`config.mk`:
```
export PLATFORM = sky130hd
export DESIGN_NAME = trap_entry
export DESIGN_NICKNAME = d
export VERILOG_FILES = /design/src/rtl/trap_pkg.sv /design/src/rtl/trap_prio.sv /design/src/rtl/trap_decode.sv /design/src/rtl/trap_capture.sv /design/src/rtl/trap_entry.sv
export SDC_FILE = /design/constraint.sdc
export NUM_CORES = 1
export LEC_CHECK = 0
export BUFFER_PORTS_ARGS = -buffer_cell sky130_fd_sc_hd__buf_2
export CORE_MARGIN = 4
export CORE_UTILIZATION = 33
export DETAILED_ROUTE_END_ITERATION = 10
export GPL_TIMING_DRIVEN = 0
export PLACE_DENSITY_LB_ADDON = 0.25
export SETUP_SLACK_MARGIN = 0.5
export SLEW_MARGIN = 20
export SYNTH_ARGS = -nofsm -noshare
export SYNTH_HDL_FRONTEND = slang
export SYNTH_HIERARCHICAL = 1
export SYNTH_SLANG_ARGS = --single-unit
```
`constraint.sdc`:
```
create_clock -name clk -period 5.77 [get_ports clk]
set_clock_uncertainty 0.05 [all_clocks]
set_input_delay 1.4425 -clock clk [delete_from_list [all_inputs] [get_ports clk]]
set_output_delay 1.4425 -clock clk [all_outputs]
set_load 0.02 [all_outputs]
```
`src/rtl/trap_pkg.sv`:
```
package trap_pkg;
  localparam int NF   = 13;
  localparam int ID_W = $clog2(NF);

  typedef enum logic [1:0] {
    CFG_HBASE = 2'd0,
    CFG_DPTB  = 2'd1,
    CFG_IPTB  = 2'd2,
    CFG_NONE  = 2'd3
  } cfg_sel_e;

  // cause indices double as priority: lower wins
  localparam logic [ID_W-1:0] ID_RESET  = 4'd0;
  localparam logic [ID_W-1:0] ID_MCHK   = 4'd1;
  localparam logic [ID_W-1:0] ID_DMISS1 = 4'd2;
  localparam logic [ID_W-1:0] ID_DMISS2 = 4'd3;
  localparam logic [ID_W-1:0] ID_DALIGN = 4'd4;
  localparam logic [ID_W-1:0] ID_DFAULT = 4'd5;
  localparam logic [ID_W-1:0] ID_IPAGE  = 4'd6;
  localparam logic [ID_W-1:0] ID_IACV   = 4'd7;
  localparam logic [ID_W-1:0] ID_INTR   = 4'd8;
  localparam logic [ID_W-1:0] ID_OPDEC  = 4'd9;
  localparam logic [ID_W-1:0] ID_ARITH  = 4'd10;
  localparam logic [ID_W-1:0] ID_FEN    = 4'd11;
  localparam logic [ID_W-1:0] ID_PAL    = 4'd12;
endpackage

```
`src/rtl/trap_prio.sv`:
```
module trap_prio #(
  parameter int N    = 13,
  parameter int ID_W = $clog2(N)
) (
  input  logic [N-1:0]    req,
  output logic            any,
  output logic [ID_W-1:0] win
);
  always_comb begin
    win = '0;
    for (int i = N - 1; i >= 0; i--) begin
      if (req[i]) win = ID_W'(i);
    end
  end
  assign any = |req;
endmodule

```
`src/rtl/trap_decode.sv`:
```
module trap_decode
  import trap_pkg::*;
#(
  parameter int VEC_W = 16
) (
  input  logic [ID_W-1:0]  id,
  output logic [VEC_W-1:0] vec,
  output logic             force_load,
  output logic             skip_inst,
  output logic             is_data,
  output logic             is_instr
);
  always_comb begin
    unique case (id)
      ID_RESET:  vec = VEC_W'(16'h0001);
      ID_MCHK:   vec = VEC_W'(16'h0401);
      ID_DMISS1: vec = VEC_W'(16'h0201);
      ID_DMISS2: vec = VEC_W'(16'h0281);
      ID_DALIGN: vec = VEC_W'(16'h0301);
      ID_DFAULT: vec = VEC_W'(16'h0381);
      ID_IPAGE:  vec = VEC_W'(16'h0181);
      ID_IACV:   vec = VEC_W'(16'h0081);
      ID_INTR:   vec = VEC_W'(16'h0101);
      ID_OPDEC:  vec = VEC_W'(16'h0481);
      ID_ARITH:  vec = VEC_W'(16'h0501);
      ID_FEN:    vec = VEC_W'(16'h0581);
      ID_PAL:    vec = VEC_W'(16'h2001);
      default:   vec = '0;
    endcase
  end

  assign force_load = (id != ID_INTR);
  assign skip_inst  = (id == ID_ARITH) || (id == ID_PAL);
  assign is_data    = (id >= ID_DMISS1) && (id <= ID_DFAULT);
  assign is_instr   = (id == ID_IPAGE) || (id == ID_IACV);
endmodule

```
`src/rtl/trap_capture.sv`:
```
module trap_capture #(
  parameter int XLEN    = 64,
  parameter int PG_BITS = 13,
  parameter int INST_W  = 32,
  parameter int FLAG_W  = 6
) (
  input  logic              clk,
  input  logic              rst,
  input  logic              take_d,
  input  logic              take_i,
  input  logic [INST_W-1:0] inst_word,
  input  logic [XLEN-1:0]   data_va,
  input  logic [FLAG_W-1:0] acc_flags,
  input  logic [XLEN-1:0]   cur_pc,
  input  logic [XLEN-1:0]   dptb,
  input  logic [XLEN-1:0]   iptb,
  output logic [XLEN-1:0]   dfault_va,
  output logic [XLEN-1:0]   dfault_stat,
  output logic [XLEN-1:0]   dfault_form,
  output logic [XLEN-1:0]   ifault_tag,
  output logic [XLEN-1:0]   ifault_form
);
  localparam int OP_W  = 6;
  localparam int RA_W  = 5;
  localparam int ST_W  = OP_W + RA_W + FLAG_W;
  localparam int VPN_W = XLEN - PG_BITS;

  logic [ST_W-1:0]  stat_word;
  logic [XLEN-1:0]  d_pte, i_pte;
  logic [VPN_W-1:0] d_vpn, i_vpn;

  assign d_vpn     = data_va[XLEN-1:PG_BITS];
  assign i_vpn     = cur_pc[XLEN-1:PG_BITS];
  assign stat_word = {inst_word[INST_W-1 -: OP_W],
                      inst_word[INST_W-OP_W-1 -: RA_W],
                      acc_flags};
  assign d_pte     = dptb | XLEN'({d_vpn, 3'b000});
  assign i_pte     = iptb | XLEN'({i_vpn, 3'b000});

  always_ff @(posedge clk) begin
    if (rst) begin
      dfault_va   <= '0;
      dfault_stat <= '0;
      dfault_form <= '0;
    end else if (take_d) begin
      dfault_va   <= data_va;
      dfault_stat <= XLEN'(stat_word);
      dfault_form <= d_pte;
    end
  end

  always_ff @(posedge clk) begin
    if (rst) begin
      ifault_tag  <= '0;
      ifault_form <= '0;
    end else if (take_i) begin
      ifault_tag  <= cur_pc;
      ifault_form <= i_pte;
    end
  end
endmodule

```
`src/rtl/trap_entry.sv`:
```
module trap_entry
  import trap_pkg::*;
#(
  parameter int XLEN    = 64,
  parameter int PG_BITS = 13,
  parameter int VEC_W   = 16,
  parameter int INST_W  = 32,
  parameter int FLAG_W  = 6
) (
  input  logic              clk,
  input  logic              rst,
  input  logic              cfg_we,
  input  logic [1:0]        cfg_sel,
  input  logic [XLEN-1:0]   cfg_wdata,
  input  logic [NF-1:0]     flt_req,
  input  logic [XLEN-1:0]   cur_pc,
  input  logic [INST_W-1:0] inst_word,
  input  logic [XLEN-1:0]   data_va,
  input  logic [FLAG_W-1:0] acc_flags,
  input  logic              misspec,
  input  logic              pte_fetch,
  input  logic              no_fault,
  output logic              redirect_valid,
  output logic [ID_W-1:0]   trap_id,
  output logic [XLEN-1:0]   new_pc,
  output logic [XLEN-1:0]   next_pc,
  output logic [XLEN-1:0]   exc_addr,
  output logic [XLEN-1:0]   dfault_va,
  output logic [XLEN-1:0]   dfault_stat,
  output logic [XLEN-1:0]   dfault_form,
  output logic [XLEN-1:0]   ifault_tag,
  output logic [XLEN-1:0]   ifault_form
);
  localparam logic [XLEN-1:0] INST_BYTES = XLEN'(4);

  logic             any_req;
  logic [ID_W-1:0]  win_id;
  logic [VEC_W-1:0] vec;
  logic             force_load, skip_inst, is_data, is_instr;
  logic [XLEN-1:0]  hbase_q, dptb_q, iptb_q;
  logic [XLEN-1:0]  entry_pc, ea_loaded, ea_next;
  logic             take_d, take_i;

  trap_prio #(.N(NF), .ID_W(ID_W)) u_prio (
    .req (flt_req),
    .any (any_req),
    .win (win_id)
  );

  trap_decode #(.VEC_W(VEC_W)) u_dec (
    .id         (win_id),
    .vec        (vec),
    .force_load (force_load),
    .skip_inst  (skip_inst),
    .is_data    (is_data),
    .is_instr   (is_instr)
  );

  assign entry_pc  = hbase_q + XLEN'(vec);
  assign ea_loaded = (force_load || (cur_pc[1:0] == 2'b00)) ? cur_pc : exc_addr;
  assign ea_next   = skip_inst ? ea_loaded + INST_BYTES : ea_loaded;
  assign take_d    = any_req && is_data && !misspec && !pte_fetch && !no_fault;
  assign take_i    = any_req && is_instr && !misspec;

  always_ff @(posedge clk) begin
    if (rst) begin
      hbase_q <= '0;
      dptb_q  <= '0;
      iptb_q  <= '0;
    end else if (cfg_we) begin
      unique case (cfg_sel_e'(cfg_sel))
        CFG_HBASE: hbase_q <= cfg_wdata;
        CFG_DPTB:  dptb_q  <= cfg_wdata;
        CFG_IPTB:  iptb_q  <= cfg_wdata;
        default:   ;
      endcase
    end
  end

  always_ff @(posedge clk) begin
    if (rst) begin
      redirect_valid <= 1'b0;
      trap_id        <= '0;
      new_pc         <= '0;
      next_pc        <= '0;
      exc_addr       <= '0;
    end else begin
      redirect_valid <= any_req;
      if (any_req) begin
        trap_id  <= win_id;
        new_pc   <= entry_pc;
        next_pc  <= entry_pc + INST_BYTES;
        exc_addr <= ea_next;
      end
    end
  end

  trap_capture #(
    .XLEN(XLEN), .PG_BITS(PG_BITS), .INST_W(INST_W), .FLAG_W(FLAG_W)
  ) u_cap (
    .clk         (clk),
    .rst         (rst),
    .take_d      (take_d),
    .take_i      (take_i),
    .inst_word   (inst_word),
    .data_va     (data_va),
    .acc_flags   (acc_flags),
    .cur_pc      (cur_pc),
    .dptb        (dptb_q),
    .iptb        (iptb_q),
    .dfault_va   (dfault_va),
    .dfault_stat (dfault_stat),
    .dfault_form (dfault_form),
    .ifault_tag  (ifault_tag),
    .ifault_form (ifault_form)
  );
endmodule

```
Word level (Yosys, flattened, before mapping). Memories as Yosys holds them, arrays and structs flattened. Index checks and enable logic that the tools add are counted.

Eq/ne operators: 7. Muxes and demuxes: 15. Reduce and logical (&&, ||, !) cells: 19. Bitwise gates (word level): 2. Order comparisons: 2. Add/subtract/negate cells: 3.

Operators by type and width (number): adder 64 x 3 -> 64 bit, second input constant (2); 2-to-1 mux 64 bit (2); bitwise OR 64 x 54 -> 64 bit (2); adder 64 x 16 -> 64 bit (1); 2-to-1 mux 4 bit (13); OR reduction 13 bit (1); == test 4 x 3 -> 1 bit, second input constant (2); == test 4 bit, second input constant (2); logical AND 1 bit (7); AND reduction 2 bit (3); greater-or-equal comparator 4 x 2 -> 1 bit, second input constant (1); <= comparator 4 x 3 -> 1 bit, second input constant (1); logical NOT 2 bit (2); != test 4 bit, second input constant (1); logical NOT 1 bit (3); logical OR 1 bit (3); == test 2 x 1 -> 1 bit, second input constant (1); == test 2 bit, second input constant (1).

Logic and storage cells: 62. ROM bits: 96. Output and inout port bits: 517. Flip-flop bits (word level): 662. Memories kept: 1.

Memory list: (name not given) (depth 16, width 6, read ports 1, clocked after memory_dff 0, write ports 0, RTL line trap_decode.sv:14) `unique case (id)`.

Longest topological paths before layout. Gate-level depths: netlist (run 1).

Depth in word-level cells: 19. Mapped depth: 21. Mapped depth without buffers: 18.

Cells and area by module. Netlist (run 1), hierarchy kept.

Modules (own cells, without submodules): trap_entry (area each 20377.0 µm², instances 1, cells an instance 2674); trap_capture (area each 10372.4 µm², instances 1, cells an instance 1041); trap_decode (area each 226.5 µm², instances 1, cells an instance 34); trap_prio (area each 137.6 µm², instances 1, cells an instance 23).

Worst setup path after synthesis (run 1). OpenSTA, ideal clock, no wires.

Kind: input to register. Start: input port flt_req[0]. End: register next_pc[54]. Arrival time: 6.017 ns. Stages on the path: 18. Library setup time: 0.134 ns. Slack: -0.431 ns. Buffers on the path: 3. Cell sequence: or4_4 nor3b_2 buf_6 o2bb2ai_1 a21oi_1 ha_1 buf_4 nand4_1 a21o_1 a2111o_2 a2111oi_4 xor2_1 nand3_2 or2_1 or2_2 clkbuf_2 o211a_1 or4_1.

Cells in the longest elaborated chain, start to end: 4. Elaborated cells between the ends (all ways): 5.

Ends and longest elaborated chain: start: declaration (RTL line trap_entry.sv:15) `input logic [NF-1:0] flt_req,`; 2-to-1 mux 4 bit (RTL line trap_prio.sv:12) `if (req[i]) win = ID_W'(i);`; via win_id[3] (RTL line trap_entry.sv:37) `logic [ID_W-1:0] win_id;`; memory (16 x 6 bit); via vec[7] (RTL line trap_entry.sv:38) `logic [VEC_W-1:0] vec;`; adder 64 x 16 -> 64 bit (RTL line trap_entry.sv:59) `assign entry_pc = hbase_q + XLEN'(vec);`; adder 64 x 3 -> 64 bit (RTL line trap_entry.sv:92) `next_pc <= entry_pc + INST_BYTES;`; end signal: assignment (RTL line trap_entry.sv:92); end: declaration (RTL line trap_entry.sv:26) `output logic [XLEN-1:0] next_pc,`.

The timed path passes the listed nets, and every way through them passes these cells. A chain may end at the register's enable or synchronous reset.

Final worst setup path (run 1).
Start: input port flt_req[0]. End: register next_pc[42].

Same word-level chain as after synthesis.

==> results.yml, run 1 <==
outcome:
  status: "finished, violations left"
  violations: "negative setup slack"
placed_design:
  dpl-instance-area_sq_um: 36830
  portBuffers: 698
  dp.cells: 5780
  dp_hpwl_um: 116200
  gp_congestion: 0.9715
detailed_routing:
  routed_wl_um: 150700
  viasPerCell: 5.325
  drt_iter0_markers: 2645
  vias: 32240
  drtAntennaViolNets: 0
  drc: 0
  avgRoutedWirePerCell_um: 24.89
  first_pass_iters: 6
floorplan:
  die_w_um: 315.1
  die_y_um: 315.1
  initial_core_util: 0.3329
  core_sq_um: 93470
  die_area_sq_um: 99260
  rows: 112
  num_io_pins: 768
sta:
  fin_ws_ps: -30.59
  slew_headroom: 0.1396
  setup_tns_ps: -38.53
  slew_violations: 0
  rsz0062_at_grt: "true"
  fmax_mhz: 172.4
  worstMarginPinSlew_ps: 1291
  hold_viol_final: 0
  setup_viol: 2
  fin_crit_sh: 1.005
  holdWs_ps: 404.3
  fin_crit_ps: 5801
yosys:
  ys_ff_latch: 660
  yosysWarnings: 6
  seq_area_frac_synth: 0.4247
  synthCells: 3772
  avgSynthCellArea_sq_um: 8.249
  synth.distinct_cells: 93
  synth_edf_count: 0
  ys.flop_type: "dfxtp_1"
  synthArstFlopShare: 0
  syn-cell-area_sq_um: 31110
clock_network:
  numCtsBuffers: 80
  clock_path_buffers: 3
  clockRootBuffer: "clkbuf_16"
  path_clk_slew_ps: 50
  clkSinkCount: 660
  ctsHtreeMaxLevel: 3
  clk_latency_ps: 660
  cts_tree: "done"
  ctsHoldBuffers: 0
power_and_ir_drop:
  powerDensity_nw_per_um2: 265.5
  power_frac_seq: 0.429
  power_switching_mw: 3.016
  p_sw_frac: 0.2702
  p_clk_frac: 0.466
  p_comb_frac: 0.105
  leakage_nw: 17.58
  p_int_mw: 8.144
  ir_worst_vdd_uv: 210.7
worst_setup_path:
  crit_family: "simple AND/OR/NAND/NOR gates"
  cp-start-kind: "primary input"
  worst_ep_required_time_ps: 6300
  path_buf_inv: 6
  worstPathCellList: "buf_6 -> or4_4 -> nor3b_4 -> buf_6 -> o2bb2ai_4 -> a21oi_2 -> ha_1 -> buf_6 -> nand4_1 -> a21o_1 -> a2111o_2 -> buf_12 -> buf_12 -> a211oi_4 -> buf_6 -> xnor2_4 -> or4b_4 -> nor4_4 -> nand4_1 -> xor2_2 -> a211oi_2"
  path_max_fanout: 8
  path_common_cell: "buf_6"
  path_class: "in -> reg"
  cp-end-kind: "register"
  reg2reg_depth: 12
  cp.depth: 21
  slowest_delay_ps: 620
  endpoint: "next_pc[42]"
  rr_endpoint: "next_pc[59]"
  regToRegStartpoint: "hbase_q[22]"
  reg2reg_slack_ps: 1380
  arrival_ps: 6330
  crit_path_top_delay_cell: "a2111o_2"
  cp-startpoint: "flt_req[0]"
finish:
  area_growth_pct: 35.11
  finish.net_count: 5008
  drive_gt1_frac: 0.2814
  fin_cells: 6055
  finalInstanceArea_sq_um: 42040
hold_path:
  min_path_cells: 2
  hold_path_class: "reg -> reg"
global_route:
  grt_overflow: 0
  antenna_found_initial: 19
  grt_max_degree: 13
  grt_pass1_vias: 30200
  track_usage: 0.2873
  grt_pass1_wl_um: 210100
flow_run:
  drv_cap: 0
cells in the final DEF (no fill, tap or decap), drive strengths merged, types with 59 or more instances in the layout:
| master | n |
|---|---|
| xnor2 | 59 |
| nor2 | 600 |
| dfxtp | 660 |
| clkbuf | 276 |
| a211oi | 179 |
| a21oi | 272 |
| o21ai | 88 |
| mux2i | 241 |
| buf | 978 |
| nand3 | 115 |
| nand2 | 598 |
worst reg2reg max path: stages (launching register included):
cell	delay, ps
dfxtp_1	470
nand2_1	340
nor2_1	790
nand2_1	360
a2111oi_4	450
xnor2_2	160
or4_4	490
nor4_4	300
buf_6	170
nand2_4	100
clkbuf_16	180
o41ai_2	200
o221ai_1	150
registers in the layout (all words and copies together) (netlist names):
name and cells:
dptb_q 64, exc_addr 64, hbase_q 64, iptb_q 64, new_pc 64, u_cap/dfault_form 64, u_cap/dfault_va 64, u_cap/ifault_form 64
u_cap/ifault_tag 64, next_pc 62, u_cap/dfault_stat 17, trap_id 4, redirect_valid 1
cells by family after synthesis:
group | synth area share
compound gates | 0.1610
xor+xnor | 0.02956
fa+ha+maj | 0.007882
buf+inv | 0.06382
flops | 0.4247
mux | 0.08332
other cells | 0.0002414
simple gates | 0.2295
power by group through the flow:
| stage | Combinational (mW) | Clock, mW | Sequential, mW |
|---|---|---|---|
| 2_1_floorplan | 0.514 | 0 | 4.94 |
| 3_3_place_gp | 1.09 | 0 | 4.88 |
| 3_5_place_dp | 1.10 | 0 | 4.89 |
| 4_1_cts | 1.14 | 5.29 | 4.79 |
| 5_1_grt | 1.24 | 5.47 | 4.80 |
| 6_report | 1.17 | 5.20 | 4.79 |
layout make-up:
cell class / instances / area (sq um)
tap: 1254 / 1569
sequential: 660 / 13210
antenna: 3 / 7.507
clock buffer: 108 / 2268
fill: 9547 / 51430
clock inverter: 34 / 410.4
buffer: 320 / 2073
multi-input combinational: 2820 / 17750
timing repair buffer: 828 / 4641
inverter: 28 / 105.1
worst min-delay path by stage:
stage | start | endpoint | slack, ps
floorplan | dptb_q[0] | dptb_q[0] | 390
global placement | exc_addr[1] | exc_addr[1] | 390
detailed placement | next_pc[63] | next_pc[63] | 400
CTS | next_pc[63] | next_pc[63] | 400
global route | iptb_q[18] | iptb_q[18] | 420
finish | next_pc[63] | next_pc[63] | 400
what timing repair did:
action / 4_1_cts / 5_1_grt
gates resized for setup: 198 / 91
cloned: 2 / 2
pin swaps: 68 / 45
buffers inserted: 89 / 37
setup endpoints to repair: 138 / 80
through the flow:
stage	utilization	power (mW)	setup WS, ps
after global routing	0.4497	11.52	-125.6
after detailed placement	0.3940	5.987	-1874
after CTS	0.4409	11.22	80.55
after floorplan	-	5.458	-164.0
final	0.4497	11.16	-30.59
after global placement	0.3937	5.979	-1985
routing by layer:
metal / global-route usage / wire, um / part of all wire / vias to the layer above
met5: 0 / 48 / 0.00032 / -
met4: 0.1067 / 6507 / 0.043 / 8
met3: 0.05554 / 11750 / 0.078 / 304
met2: 0.4804 / 70440 / 0.47 / 1440
met1: 0.3673 / 61960 / 0.41 / 15470
li1: - / - / - / 15020
Yosys cell counts, types with 16 or more instances:
cell type / instances / share of area
dfxtp_1: 660 / 0.42
nor2_1: 600 / 0.072
nand2_1: 596 / 0.072
a21oi_1: 272 / 0.044
mux2i_1: 241 / 0.078
a211oi_1: 179 / 0.043
clkbuf_1: 167 / 0.020
nand3_1: 114 / 0.018
o21ai_0: 87 / 0.014
buf_4: 70 / 0.017
xnor2_1: 59 / 0.017
nor3_1: 51 / 0.0082
nand4_1: 46 / 0.0092
xor2_1: 46 / 0.013
and2_1: 42 / 0.0084
a22oi_1: 39 / 0.0094
and3_1: 33 / 0.0066
buf_2: 32 / 0.0051
inv_1: 27 / 0.0033
buf_1: 19 / 0.0023
a31oi_1: 18 / 0.0036
ha_1: 18 / 0.0072
buf_12: 17 / 0.011
nor4_1: 17 / 0.0034
mux2_2: 16 / 0.0058
nand2b_1: 16 / 0.0032
No activity file was read; power rests on OpenSTA's default activity.
==> run 2, diff against run 1 <==
Settings changed: ABC_AREA from default to 1.
Clock period 5.77 ns to 4.67 ns, I/O delays scaled along.
==> run 2 against run 1 <==
Effect of this change:
- non-clock buffer count shrank 7
- critical endpoint is now next_pc[60]
- worst setup slack improved by 360 ps
- critical path depth rose by 6
- the run now ends clean
- clock-buffer cell count increased by 5
==> results.yml, run 2 <==
sta:
  fmax_mhz: 230.3
  setup_tns_ps: 0
  rsz0062_at_grt: "true"
  hold_viol_final: 0
  slew_headroom: 0.1849
  setup_viol: 0
  fin_crit_ps: 4342
  slew_violations: 0
  worstMarginPinSlew_ps: 1223
  fin_crit_sh: 0.9297
detailed_routing:
  vias: 36460
  avgRoutedWirePerCell_um: 23.16
  first_pass_iters: 8
  viasPerCell: 5.033
  drtAntennaViolNets: 0
  drc: 0
  drt_iter0_markers: 3689
  routed_wl_um: 167800
  wl_met3_um: 14770
  wl_met2_um: 75540
  m1WireLength_um: 69900
  top_layer: "met4"
clock_network:
  ctsHoldBuffers: 0
  cts_tree: "done"
  clk_latency_ps: 670
  clkSinkCount: 660
  numCtsBuffers: 78
  clock_path_buffers: 3
  path_clk_slew_ps: 70
  clockRootBuffer: "clkbuf_16"
  ctsHtreeMaxLevel: 3
global_route:
  grt_overflow: 0
  grt_pass1_vias: 33470
  antenna_found_initial: 19
  grt_max_degree: 13
  grt_pass1_wl_um: 231700
  track_usage: 0.3073
worst_setup_path:
  crit_family: "simple AND/OR/NAND/NOR gates"
  path_class: "in -> reg"
  reg2reg_depth: 18
  crit_path_top_delay_cell: "ha_4"
  cp-startpoint: "flt_req[1]"
  path_max_fanout: 7
  slowest_delay_ps: 320
  arrival_ps: 4860
  cp-start-kind: "primary input"
  worst_ep_required_time_ps: 5190
  regToRegStartpoint: "hbase_q[2]"
  path_buf_inv: 4
  cp-end-kind: "register"
  cp.depth: 27
  path_common_cell: "nand2_1"
finish:
  finalInstanceArea_sq_um: 44020
  ff_latch_area_sq_um: 13210
  multi_input_area_sq_um: 17840
  final_common_cell: "nor2_1"
  area_growth_pct: 36.88
  finish.net_count: 6171
  fin_cells: 7243
  final_cell_mix: "1012 x nor2_1, 816 x nand2_1, 719 x buf_2"
  fill_cells: 10260
  drive_gt1_frac: 0.2740
  final_core_util: 0.4551
yosys:
  ys_ff_latch: 660
  yosysMostFrequentCell: "nor2_1"
  synth_common_cells: "1124 x nor2_1, 980 x nand2_1, 660 x dfxtp_1"
  synth_edf_count: 0
  syn-cell-area_sq_um: 32160
  seq_area_frac_synth: 0.4109
  ys.flop_type: "dfxtp_1"
  synth_top_area_cell: "dfxtp_1"
  yosysWarnings: 6
  synth.distinct_cells: 58
  synth_top_area_share: 0.4109
  synthArstFlopShare: 0
  synthCells: 4904
  avgSynthCellArea_sq_um: 6.557
  synth.area.top_cells: "dfxtp_1 41%, nor2_1 13%, nand2_1 11%, o21ai_0 8.2%, inv_1 6.7%"
power_and_ir_drop:
  leakage_nw: 21.63
  ir_worst_vdd_uv: 257.5
  powerDensity_nw_per_um2: 325.7
floorplan:
  die_y_um: 320.2
  die_w_um: 320.2
  core_sq_um: 96710
  die_area_sq_um: 102500
  num_io_pins: 768
  initial_core_util: 0.3325
  rows: 114
placed_design:
  portBuffers: 699
  dp_hpwl_um: 135000
  gp_congestion: 0.9969
  dp.cells: 6935
  dpl-instance-area_sq_um: 37790
hold_path:
  hold_path_class: "reg -> reg"
  hp-start: "iptb_q[60]"
  min_path_cells: 2
outcome:
  status: "finished, final reports clean"
flow_run:
  drv_cap: 0
[run 2: changes by cell type after synthesis, sizes merged, moves of 39 or more]
cell,change
nor2,+551
mux2i,-241
xnor2,-42
nand3,+63
and2,-39
inv,+564
o21ai,+450
a211oi,-169
a21oi,-93
nand2,+397
[run 2: worst register-to-register path, cell delays in order, from the launching register on]
cell     delay, ps
dfxtp_1        410
ha_1           360
nand3_1        190
nor2_1         340
nand2_2        150
nand3_4        150
nand2_1         80
nand2_2        120
nand3_2        110
nor2_4         200
nand3_4        120
nor2_4         180
nand4_4        150
nor2_4         270
nand2_1         80
nand2_1         70
nand3_1         70
nand2_1         60
inv_1           40
[run 2: path summary, 6_finish.rpt]
path	end	slack [ps]
hold reg to reg	iptb_q[60]	400
hold / removal	iptb_q[60]	400
setup reg to reg	next_pc[60]	1390
setup / recovery	next_pc[60]	330
[run 2: cells by family (layout without fill, tap and decap cells)]
group	Yosys count	after routing	share of synthesized area
adders and majority gates	19	19	0.007627
buffers and inverters	873	1874	0.1141
AOI/OAI and AO/OA	793	793	0.1300
and+or+nand+nor	2485	2485	0.3165
other	2	64	0.0002336
xor gates and xnor gates	72	72	0.02066
DFF	660	660	0.4109
[run 2: repair_timing]
action / in CTS / in global routing
gates resized for setup: 331 / 303
setup endpoints to repair: 362 / 91
buffers inserted: 91 / 68
gates cloned: 1 / 2
pin swaps: 123 / 135
[run 2: metal layers]
layer | vias to the layer above | track usage
met4 | 0 | 0.1186
li1 | 17300 | -
met2 | 1765 | 0.4987
met1 | 17070 | 0.4019
met3 | 325 | 0.06360
met5 | - | 0
[run 2: power by group]
part           switching (mW)  internal (mW)  total [mW]  leakage (nW)
sequential              0.179           5.84        6.02          5.38
combinational            1.26          0.590        1.85          14.9
clock                    2.65           3.82        6.47          1.31
[run 2: final cells by class]
| class | count | share of cell area |
|---|---|---|
| inverter | 594 | 0.05168 |
| sequential | 660 | 0.3002 |
| clock inverter | 26 | 0.008727 |
| tap | 1276 | 0.03627 |
| clock buffer | 113 | 0.05213 |
| buffer | 279 | 0.03482 |
| antenna | 7 | 0.0003980 |
| timing repair buffer | 862 | 0.1105 |
| multi-input combinational | 3426 | 0.4053 |
[run 2: per-stage QoR]
step	setup WS (ps)	hold slack [ps]	total power, mW
3_3_place_gp	-1898	381.9	7.752
3_5_place_dp	-1089	385.4	7.758
5_1_grt	173.8	413.7	14.80
6_report	328.2	395.7	14.34
4_1_cts	384.7	394.4	14.31
2_1_floorplan	268.4	374.0	7.000
